**src/rtl/coarse_stamp_pkg.sv**
```systemverilog
package coarse_stamp_pkg;
  localparam int SLICE_W = 4;

  // Clear strobes issued by control, one per counter phase
  typedef struct packed {
    logic clearRise;
    logic clearFall;
  } clear_strobe_t;
endpackage

```
**src/rtl/coarse_slice.sv**
```systemverilog
module coarse_slice #(
  parameter int SW = 4
) (
  input  logic [SW-1:0] cur,
  input  logic          carryIn,
  input  logic          clear,
  output logic [SW-1:0] nxt,
  output logic          carryOut
);
  logic [SW:0] run;

  assign run[0] = carryIn;

  genvar i;
  generate
    for (i = 0; i < SW; i++) begin : g_bit
      assign run[i+1] = run[i] & cur[i];
      // clear goes through the data input, not a set/reset pin
      assign nxt[i]   = ~clear & (cur[i] ^ run[i]);
    end
  endgenerate

  // look-ahead: carry out from own state plus carry in
  assign carryOut = carryIn & (&cur);
endmodule

```
**src/rtl/coarse_counter.sv**
```systemverilog
module coarse_counter
  import coarse_stamp_pkg::*;
#(
  parameter int WIDTH  = 32,
  parameter bit RISING = 1'b1
) (
  input  logic             clk,
  input  logic             rst,
  input  logic             clear,
  output logic [WIDTH-1:0] count
);
  localparam int SLICES = WIDTH / SLICE_W;

  logic [WIDTH-1:0] countQ;
  logic [WIDTH-1:0] countD;
  logic [SLICES:0]  sliceCarry;

  assign sliceCarry[0] = 1'b1;

  genvar s;
  generate
    for (s = 0; s < SLICES; s++) begin : g_slice
      coarse_slice #(.SW(SLICE_W)) uSlice (
        .cur      (countQ[s*SLICE_W +: SLICE_W]),
        .carryIn  (sliceCarry[s]),
        .clear    (clear),
        .nxt      (countD[s*SLICE_W +: SLICE_W]),
        .carryOut (sliceCarry[s+1])
      );
    end

    if (RISING) begin : g_rise
      always_ff @(posedge clk) countQ <= countD;


      rise_step_chk: assert property (@(posedge clk) disable iff (rst)
        !clear |=> countQ == WIDTH'($past(countQ) + 1'b1));

      rise_clear_chk: assert property (@(posedge clk) disable iff (rst)
        clear |=> countQ == '0);

      rise_wrap_chk: assert property (@(posedge clk) disable iff (rst)
        (!clear && (&countQ)) |=> countQ == '0);
    end else begin : g_fall
      always_ff @(negedge clk) countQ <= countD;


      fall_step_chk: assert property (@(negedge clk) disable iff (rst)
        !clear |=> countQ == WIDTH'($past(countQ) + 1'b1));

      fall_clear_chk: assert property (@(negedge clk) disable iff (rst)
        clear |=> countQ == '0);

      fall_wrap_chk: assert property (@(negedge clk) disable iff (rst)
        (!clear && (&countQ)) |=> countQ == '0);
    end
  endgenerate

  assign count = countQ;
endmodule

```
**src/rtl/coarse_stamp_ctrl.sv**
```systemverilog
module coarse_stamp_ctrl
  import coarse_stamp_pkg::*;
(
  input  logic          clk,
  input  logic          rst,
  output clear_strobe_t stb
);
  logic rstQ;

  // reset is latched with the rising edge before it reaches any counter
  always_ff @(posedge clk) rstQ <= rst;

  always_comb begin
    stb.clearRise = rstQ;
    stb.clearFall = rstQ;
  end
endmodule

```
**src/rtl/coarse_stamp_dp.sv**
```systemverilog
module coarse_stamp_dp
  import coarse_stamp_pkg::*;
#(
  parameter int WIDTH  = 32,
  parameter int FINE_W = 5
) (
  input  logic              clk,
  input  logic              rst,
  input  clear_strobe_t     stb,
  input  logic [WIDTH-1:0]  riseSnap,
  input  logic [WIDTH-1:0]  fallSnap,
  input  logic [FINE_W-1:0] fineCode,
  output logic [WIDTH-1:0]  riseCount,
  output logic [WIDTH-1:0]  fallCount,
  output logic [WIDTH-1:0]  stamp
);
  localparam int HALF_TAPS = 1 << (FINE_W - 1);

  logic lateHalf;

  coarse_counter #(.WIDTH(WIDTH), .RISING(1'b1)) uRise (
    .clk   (clk),
    .rst   (rst),
    .clear (stb.clearRise),
    .count (riseCount)
  );

  coarse_counter #(.WIDTH(WIDTH), .RISING(1'b0)) uFall (
    .clk   (clk),
    .rst   (rst),
    .clear (stb.clearFall),
    .count (fallCount)
  );

  // early-half hit: rising counter may be settling, trust the falling copy
  assign lateHalf = (32'(fineCode) >= HALF_TAPS);
  assign stamp    = lateHalf ? riseSnap : fallSnap;


  early_align_chk: assert property (@(negedge clk) disable iff (rst || stb.clearRise)
    fallCount == riseCount);

  late_lead_chk: assert property (@(posedge clk) disable iff (rst || stb.clearRise)
    fallCount == WIDTH'(riseCount + 1'b1));
endmodule

```
**src/rtl/coarse_stamp_top.sv**
```systemverilog
module coarse_stamp_top
  import coarse_stamp_pkg::*;
#(
  parameter int WIDTH  = 32,
  parameter int FINE_W = 5
) (
  input  logic              clk,
  input  logic              rst,
  input  logic [WIDTH-1:0]  riseSnap,
  input  logic [WIDTH-1:0]  fallSnap,
  input  logic [FINE_W-1:0] fineCode,
  output logic [WIDTH-1:0]  riseCount,
  output logic [WIDTH-1:0]  fallCount,
  output logic [WIDTH-1:0]  stamp
);
  clear_strobe_t stb;

  coarse_stamp_ctrl uCtrl (
    .clk (clk),
    .rst (rst),
    .stb (stb)
  );

  coarse_stamp_dp #(.WIDTH(WIDTH), .FINE_W(FINE_W)) uDp (
    .clk       (clk),
    .rst       (rst),
    .stb       (stb),
    .riseSnap  (riseSnap),
    .fallSnap  (fallSnap),
    .fineCode  (fineCode),
    .riseCount (riseCount),
    .fallCount (fallCount),
    .stamp     (stamp)
  );
endmodule

```
**config.mk**
```make
export PLATFORM = sky130hd
export DESIGN_NAME = coarse_stamp_top
export DESIGN_NICKNAME = d
export VERILOG_FILES = /design/src/rtl/coarse_stamp_pkg.sv /design/src/rtl/coarse_slice.sv /design/src/rtl/coarse_counter.sv /design/src/rtl/coarse_stamp_ctrl.sv /design/src/rtl/coarse_stamp_dp.sv /design/src/rtl/coarse_stamp_top.sv
export SDC_FILE = /design/constraint.sdc
export NUM_CORES = 1
export LEC_CHECK = 0
export CORE_ASPECT_RATIO = 1.1
export CORE_MARGIN = 2
export CORE_UTILIZATION = 30
export CTS_CLUSTER_DIAMETER = 80
export DETAILED_ROUTE_END_ITERATION = 10
export MAX_ROUTING_LAYER = met4
export PLACE_DENSITY = 0.66
export SLEW_MARGIN = 20
export SYNTH_ARGS = -nofsm -noshare
export SYNTH_HDL_FRONTEND = slang
export SYNTH_SLANG_ARGS = --single-unit
```
**constraint.sdc**
```tcl
create_clock -name clk -period 6 [get_ports clk]
set_clock_uncertainty 0.2 [all_clocks]
set_input_delay 1.2 -clock clk [delete_from_list [all_inputs] [get_ports clk]]
set_output_delay 1.2 -clock clk [all_outputs]
set_load 0.1 [all_outputs]
```
==> results.sh, run 1 <==
export IMPL_outcome="completed"
export IMPL_detail_route_antenna_nets=0
export IMPL_synth_enable_flop_cells=0
export IMPL_synth_compound_gate_area_share=0
export IMPL_synthMostInstantiatedCell="sky130_fd_sc_hd__dfxtp_1"
export IMPL_initial_core_util=0.306
export IMPL_ys_async_rst_share=0
export IMPL_cts_buffers=9
export IMPL_final_slew_viol_count=0
export IMPL_cp_data_required_time_ns=4.60
export IMPL_core_area_um2=9750
export IMPL_r2r_worst_path_cells=1
export IMPL_cp_peak_stage_delay_ns=0.40
export IMPL_clock_tree_buffer_depth=2
export IMPL_grt_pass1_vias=2487
export IMPL_yosys_most_used_dff="sky130_fd_sc_hd__dfxtp_1"
export IMPL_fillerInstances=925
export IMPL_max_slew_margin=0.324
export IMPL_p_leak_nw=2.39
export IMPL_crit_path_start_kind="register"
export IMPL_die_area_um2=10700
export IMPL_first_pass_iters=4
export IMPL_crit_chain="buf_4"
export IMPL_timing_reg2reg_setup_slack_ns=1.64
export IMPL_regArea_um2=1300
export IMPL_sequential_cell_area_fraction_in_the_yosys_report=0.437
export IMPL_netlist_instances=265
export IMPL_worst_hold_slack_ns=0.231
export IMPL_cts_repair_timing_setup_buffer_count=0
export IMPL_dominant_combinational_cell_family_by_area_after_synthesis="adder cells"
export IMPL_crit_start="uDp.uFall.count[10]"
export IMPL_syn_cell_area_um2=2980
export IMPL_final_setup_vio_count=0
export IMPL_grt_overflow=0
export IMPL_grt_pass1_wl_um=11500
export IMPL_timing_hold_worst_class="reg2reg"
export IMPL_worst_slew_pin_slew_ns=1.01
export IMPL_drc_violations=0
export IMPL_die_h_um=109
export IMPL_critPathSlowestCell="sky130_fd_sc_hd__dfxtp_1"
export IMPL_detailroute_via_count=2549
export IMPL_synth_top_area_frac=0.437
export IMPL_insertion_delay_to_the_later_sink_of_the_worst_skew_pair_ns=0.38
export IMPL_place_congestion=0.695
export IMPL_gate_family_responsible_for_the_most_delay_along_the_worst_path="flip-flops"
export IMPL_timing_hold_violations_final=0
export IMPL_basic_gate_share_of_the_synthesized_area_counting_and_or_nand_and_nor_cells=0.182
export IMPL_cts_sinks=65
export IMPL_clk_pin_slew_ns=0.03
export IMPL_worst_ep_arrival_time_ns=4.10
export IMPL_total_area_of_multi_input_combinational_cells_um2=1620
export IMPL_setup_repair_after_global_routing_missed_its_margin="no"
export IMPL_design_portCount=167
export IMPL_grt_util_all_layers=0.139
export IMPL_pin_count_of_the_biggest_net_entering_global_routing=47
export IMPL_yosys_area_share_adder=0.193
export IMPL_top_cell_types_by_occurrence_after_synthesis="sky130_fd_sc_hd__dfxtp_1 (65), sky130_fd_sc_hd__nor2b_1 (47), sky130_fd_sc_hd__ha_1 (46)"
export IMPL_h_tree_depth=3
export IMPL_floorplan_rows=38
export IMPL_setup_worst_path_end_class="output pin"
export IMPL_place_port_buffers=162
export IMPL_drt_iter0_markers=37
export IMPL_yosys_warnings=0
export IMPL_ctsRootBufferMaster="sky130_fd_sc_hd__clkbuf_8"
export IMPL_synth_lib_cells_used_distinct=22
export IMPL_yosys_area_share_xor_xnor=0.0470
export IMPL_crit_path_max_fanout=3
export IMPL_cts_tree="built"
export IMPL_diodes=0
export IMPL_syn_nets=382
export IMPL_cap_viol_max_count=0
export IMPL_endpoint_of_the_most_critical_register_to_register_path="uDp.uFall.count[26]"
export IMPL_vdd_drop_max_uv=197
export IMPL_share_of_post_route_cells_with_drive_strength_above_1=0.252
export IMPL_antenna_violations_before_repair=0
export IMPL_worstSetupEndpoint="fallCount[10]"
export IMPL_critical_path_depth=1
export IMPL_timing_critical_path_buf_inv=1
export IMPL_p_per_area_nw_per_um2=253
export IMPL_hpwlAfterDp_um=5890
export IMPL_fin_nets=577
export IMPL_yosysTopAreaCell="sky130_fd_sc_hd__dfxtp_1"
export IMPL_postCtsHoldBufs=0
export IMPL_per_cell_routed_wire_length_um=13.0
export IMPL_totalNegativeSetupSlack_ns=0
export IMPL_areaGrowthSynthToFinish_pct=65.7
export IMPL_timing_worst_setup_path_type="reg2out"
export IMPL_ys_top_cells_by_area="sky130_fd_sc_hd__dfxtp_1 (44%), sky130_fd_sc_hd__ha_1 (19%), sky130_fd_sc_hd__mux2_2 (11%)"
export IMPL_post_cts_resized=0
export IMPL_post_drt_via_cell_ratio=4.36
export IMPL_worstReg2RegStart="uCtrl.rstQ"
export IMPL_synthMuxAreaShare=0.121
export IMPL_synth_seq_cells=65
export IMPL_die_x_um=99.0
export IMPL_avgSynthCellArea_um2=11.2
export IMPL_routed_wirelength_um=7620
-- metrics by stage --
step | utilization | instances | total power [mW] | setup slack, ns | cell area, µm²
after floorplan | - | 265 | 0.665 | 0.606 | 2980
after global placement | 0.468 | 538 | 0.744 | 0.892 | 4560
after detailed placement | 0.468 | 538 | 0.745 | 0.877 | 4560
after CTS | 0.506 | 585 | 1.28 | 0.464 | 4940
after global routing | 0.506 | 585 | 1.32 | 0.403 | 4940
final | 0.506 | 585 | 1.25 | 0.497 | 4940
-- routing by layer --
| metal | routed length [µm] | up-vias | track usage |
|---|---|---|---|
| li1 | - | 1300 | - |
| met1 | 3420 | 1163 | 0.168 |
| met2 | 3570 | 77 | 0.199 |
| met3 | 546 | 9 | 0.0627 |
| met4 | 84 | 0 | 0.0626 |
| met5 | 0 | - | - |
-- layout by cell type (no fill, tap or decap) --
master	instances
sky130_fd_sc_hd__clkdlybuf4s50_1	98
sky130_fd_sc_hd__buf_4	66
sky130_fd_sc_hd__dfxtp_1	64
sky130_fd_sc_hd__nor2b_1	47
sky130_fd_sc_hd__ha_1	46
sky130_fd_sc_hd__inv_1	35
sky130_fd_sc_hd__mux2_2	30
sky130_fd_sc_hd__nor2_1	22
sky130_fd_sc_hd__xnor2_1	16
sky130_fd_sc_hd__nand4_1	10
sky130_fd_sc_hd__clkbuf_8	9
sky130_fd_sc_hd__nor3_1	3
sky130_fd_sc_hd__bufinv_16	3
sky130_fd_sc_hd__mux2_1	2
sky130_fd_sc_hd__nand3_2	1
sky130_fd_sc_hd__nand3_1	1
sky130_fd_sc_hd__nor4_1	1
sky130_fd_sc_hd__and4_1	1
sky130_fd_sc_hd__and3_1	1
sky130_fd_sc_hd__nand4_4	1
sky130_fd_sc_hd__or4_4	1
sky130_fd_sc_hd__nor4_2	1
sky130_fd_sc_hd__and2_1	1
sky130_fd_sc_hd__clkbuf_16	1
sky130_fd_sc_hd__clkinvlp_4	1
sky130_fd_sc_hd__clkinvlp_2	1
sky130_fd_sc_hd__inv_4	1
sky130_fd_sc_hd__dfxtp_2	1
-- logic make-up (layout without fill, tap and decap cells) --
logic type | Yosys count | after routing
simple gates | 91 | 91
flops | 65 | 65
fa+ha+maj | 46 | 46
buf+inv | 15 | 215
xor+xnor | 16 | 16
mux | 32 | 32
-- registers in the layout (all words and copies together), names as in the netlist --
name	count
uCtrl.rstQ	1
uDp.uFall.count	32
uDp.uRise.count	32
-- worst min-delay path by stage --
stage,startpoint,end,cells past startpoint
after global routing,uDp.uFall.count[0],uDp.uFall.count[0],1
after floorplan,uCtrl.rstQ,uDp.uRise.count[25],2
after global placement,uDp.uRise.count[0],uDp.uRise.count[0],1
after CTS,uDp.uFall.count[0],uDp.uFall.count[0],1
after detailed placement,uDp.uRise.count[0],uDp.uRise.count[0],1
final,uDp.uFall.count[0],uDp.uFall.count[0],1
-- area by class of cell --
class                           count  area share
Inverter                            3     0.00228
Clock buffer                       10      0.0302
Tap cell                          120      0.0304
Timing Repair Buffer              164       0.299
Multi-Input combinational cell    185       0.328
Sequential cell                    65       0.264
Clock inverter                     38      0.0464
-- report_power, final --
part / switching, mW / total [mW] / leakage (nW) / internal [mW]
Clock: 0.218 / 0.547 / 0.295 / 0.328
Sequential: 0.00716 / 0.444 / 0.525 / 0.437
Combinational: 0.178 / 0.259 / 1.57 / 0.0813
No activity file was read; power rests on OpenSTA's default activity.
==> run 2: changes to the inputs <==
--- a/config.mk
+++ b/config.mk
@@ -8,7 +8,7 @@
 export CORE_ASPECT_RATIO = 1.1
 export CORE_MARGIN = 2
 export CORE_UTILIZATION = 30
-export CTS_CLUSTER_DIAMETER = 80
+export CTS_CLUSTER_DIAMETER = 40
 export DETAILED_ROUTE_END_ITERATION = 10
 export MAX_ROUTING_LAYER = met4
 export PLACE_DENSITY = 0.66
==> results of run 2 <==
No change in the layout: final DEF, timing and power equal those of run 1.
==> run 3: changes to the inputs <==
--- a/config.mk
+++ b/config.mk
@@ -5,13 +5,16 @@
 export SDC_FILE = /design/constraint.sdc
 export NUM_CORES = 1
 export LEC_CHECK = 0
-export CORE_ASPECT_RATIO = 1.1
+export CELL_PAD_IN_SITES_DETAIL_PLACEMENT = 0
+export CELL_PAD_IN_SITES_GLOBAL_PLACEMENT = 1
+export CORE_ASPECT_RATIO = 0.9
 export CORE_MARGIN = 2
 export CORE_UTILIZATION = 30
 export CTS_CLUSTER_DIAMETER = 40
 export DETAILED_ROUTE_END_ITERATION = 10
+export DONT_BUFFER_PORTS = 1
 export MAX_ROUTING_LAYER = met4
-export PLACE_DENSITY = 0.66
+export PLACE_DENSITY = 0.56
 export SLEW_MARGIN = 20
 export SYNTH_ARGS = -nofsm -noshare
 export SYNTH_HDL_FRONTEND = slang
==> run 3 against run 2 <==
  * Clock power is 11% lower
  * Clock-buffer cell count unchanged
  * Critical path depth did not move
  * Setup slack gained 0.038 ns
  * Register-to-register slack better by 0.11 ns
  * Utilization shrank 13 points
  * Cell area shrank 26%
==> results.sh, run 3 (synthesized netlist as in run 1, its figures left out) <==
export IMPL_outcome="completed"
export IMPL_antenna_violations_before_repair=0
export IMPL_pin_count_of_the_biggest_net_entering_global_routing=38
export IMPL_die_h_um=98.5
export IMPL_post_drt_via_cell_ratio=4.57
export IMPL_die_area_um2=10700
export IMPL_areaGrowthSynthToFinish_pct=23.4
export IMPL_timing_hold_violations_final=0
export IMPL_crit_chain="buf_4"
export IMPL_grt_util_all_layers=0.122
export IMPL_drt_iter0_markers=34
export IMPL_max_slew_margin=0.272
export IMPL_final_slew_viol_count=0
export IMPL_post_cts_resized=0
export IMPL_initial_core_util=0.308
export IMPL_place_port_buffers=0
export IMPL_crit_path_start_kind="register"
export IMPL_vdd_drop_max_uv=173
export IMPL_finalCoreUtilization=0.381
export IMPL_drc_violations=0
export IMPL_cts_buffers=9
export IMPL_core_area_um2=9660
export IMPL_detailroute_via_count=2101
export IMPL_ctsRootBufferMaster="sky130_fd_sc_hd__clkbuf_8"
export IMPL_cp_data_required_time_ns=4.60
export IMPL_crit_path_max_fanout=3
export IMPL_design_portCount=167
export IMPL_clock_tree_buffer_depth=2
export IMPL_postCtsHoldBufs=0
export IMPL_final_common_cell="sky130_fd_sc_hd__dfxtp_1"
export IMPL_fin_nets=446
export IMPL_clk_pin_slew_ns=0.04
export IMPL_cap_viol_max_count=0
export IMPL_totalNegativeSetupSlack_ns=0
export IMPL_final_setup_vio_count=0
export IMPL_hpwlAfterDp_um=4880
export IMPL_cts_tree="built"
export IMPL_share_of_post_route_cells_with_drive_strength_above_1=0.251
export IMPL_grt_overflow=0
export IMPL_worst_slew_pin_slew_ns=1.09
export IMPL_routed_wirelength_um=6310
export IMPL_diodes=0
export IMPL_setup_worst_path_end_class="output pin"
export IMPL_gate_family_responsible_for_the_most_delay_along_the_worst_path="flip-flops"
export IMPL_p_leak_nw=1.86
export IMPL_timing_worst_setup_path_type="reg2out"
export IMPL_grt_pass1_wl_um=9630
export IMPL_setup_repair_after_global_routing_missed_its_margin="no"
export IMPL_cts_repair_timing_setup_buffer_count=0
export IMPL_mostFrequentLayoutCells="sky130_fd_sc_hd__dfxtp_1 (64), sky130_fd_sc_hd__nor2b_1 (47), sky130_fd_sc_hd__ha_1 (46)"
export IMPL_cp_peak_stage_delay_ns=0.37
export IMPL_floorplan_rows=34
export IMPL_h_tree_depth=3
export IMPL_per_cell_routed_wire_length_um=13.7
export IMPL_timing_critical_path_buf_inv=1
export IMPL_cts_sinks=65
export IMPL_critPathSlowestCell="sky130_fd_sc_hd__dfxtp_1"
export IMPL_die_x_um=109
export IMPL_p_per_area_nw_per_um2=303
export IMPL_detail_route_antenna_nets=0
export IMPL_worst_ep_arrival_time_ns=4.06
export IMPL_grt_pass1_vias=2045
export IMPL_first_pass_iters=4
export IMPL_place_congestion=0.657
export IMPL_insertion_delay_to_the_later_sink_of_the_worst_skew_pair_ns=0.39
export IMPL_timing_hold_worst_class="reg2reg"
==> run 3: through the flow <==
stage | hold WS (ns) | instance area [µm²] | worst slack (ns) | std cells | total power [mW]
floorplan | 0.388 | 2980 | 0.606 | 265 | 0.665
detailed placement | 0.321 | 3340 | 0.922 | 413 | 0.670
CTS | 0.330 | 3680 | 0.511 | 460 | 1.14
finish | 0.336 | 3680 | 0.535 | 460 | 1.11
global placement | 0.311 | 3340 | 0.932 | 413 | 0.671
global route | 0.380 | 3680 | 0.473 | 460 | 1.17
==> run 3: final cells by class <==
class / instances / area, µm²
timing repair buffer: 33 / 248
clock buffer: 10 / 149
fill: 1028 / 5980
sequential: 65 / 1300
tap: 126 / 158
multi-input combinational: 185 / 1620
inverter: 3 / 11.3
clock inverter: 38 / 191
==> run 3: final timing paths <==
path / cells past startpoint / slack, ns / start / endpoint
min: 2 / 0.34 / uDp.uFall.count[31] / uDp.uFall.count[31]
max reg2reg: 1 / 1.75 / uCtrl.rstQ / uDp.uFall.count[27]
min reg2reg: 2 / 0.34 / uDp.uFall.count[31] / uDp.uFall.count[31]
max: 1 / 0.54 / uDp.uFall.count[23] / fallCount[23]
==> run 3: where the power goes <==
part	switching, mW	leakage (nW)	internal, mW
logic	0.150	1.05	0.0220
registers	0.0186	0.525	0.437
clock network	0.237	0.283	0.250
==> run 3: routing by layer <==
metal	up-vias	global-route usage	wire (µm)
met5	-	-	0
met2	102	0.204	3260
met1	957	0.122	2340
met3	7	0.0516	620
li1	1035	-	-
met4	0	0.0533	79
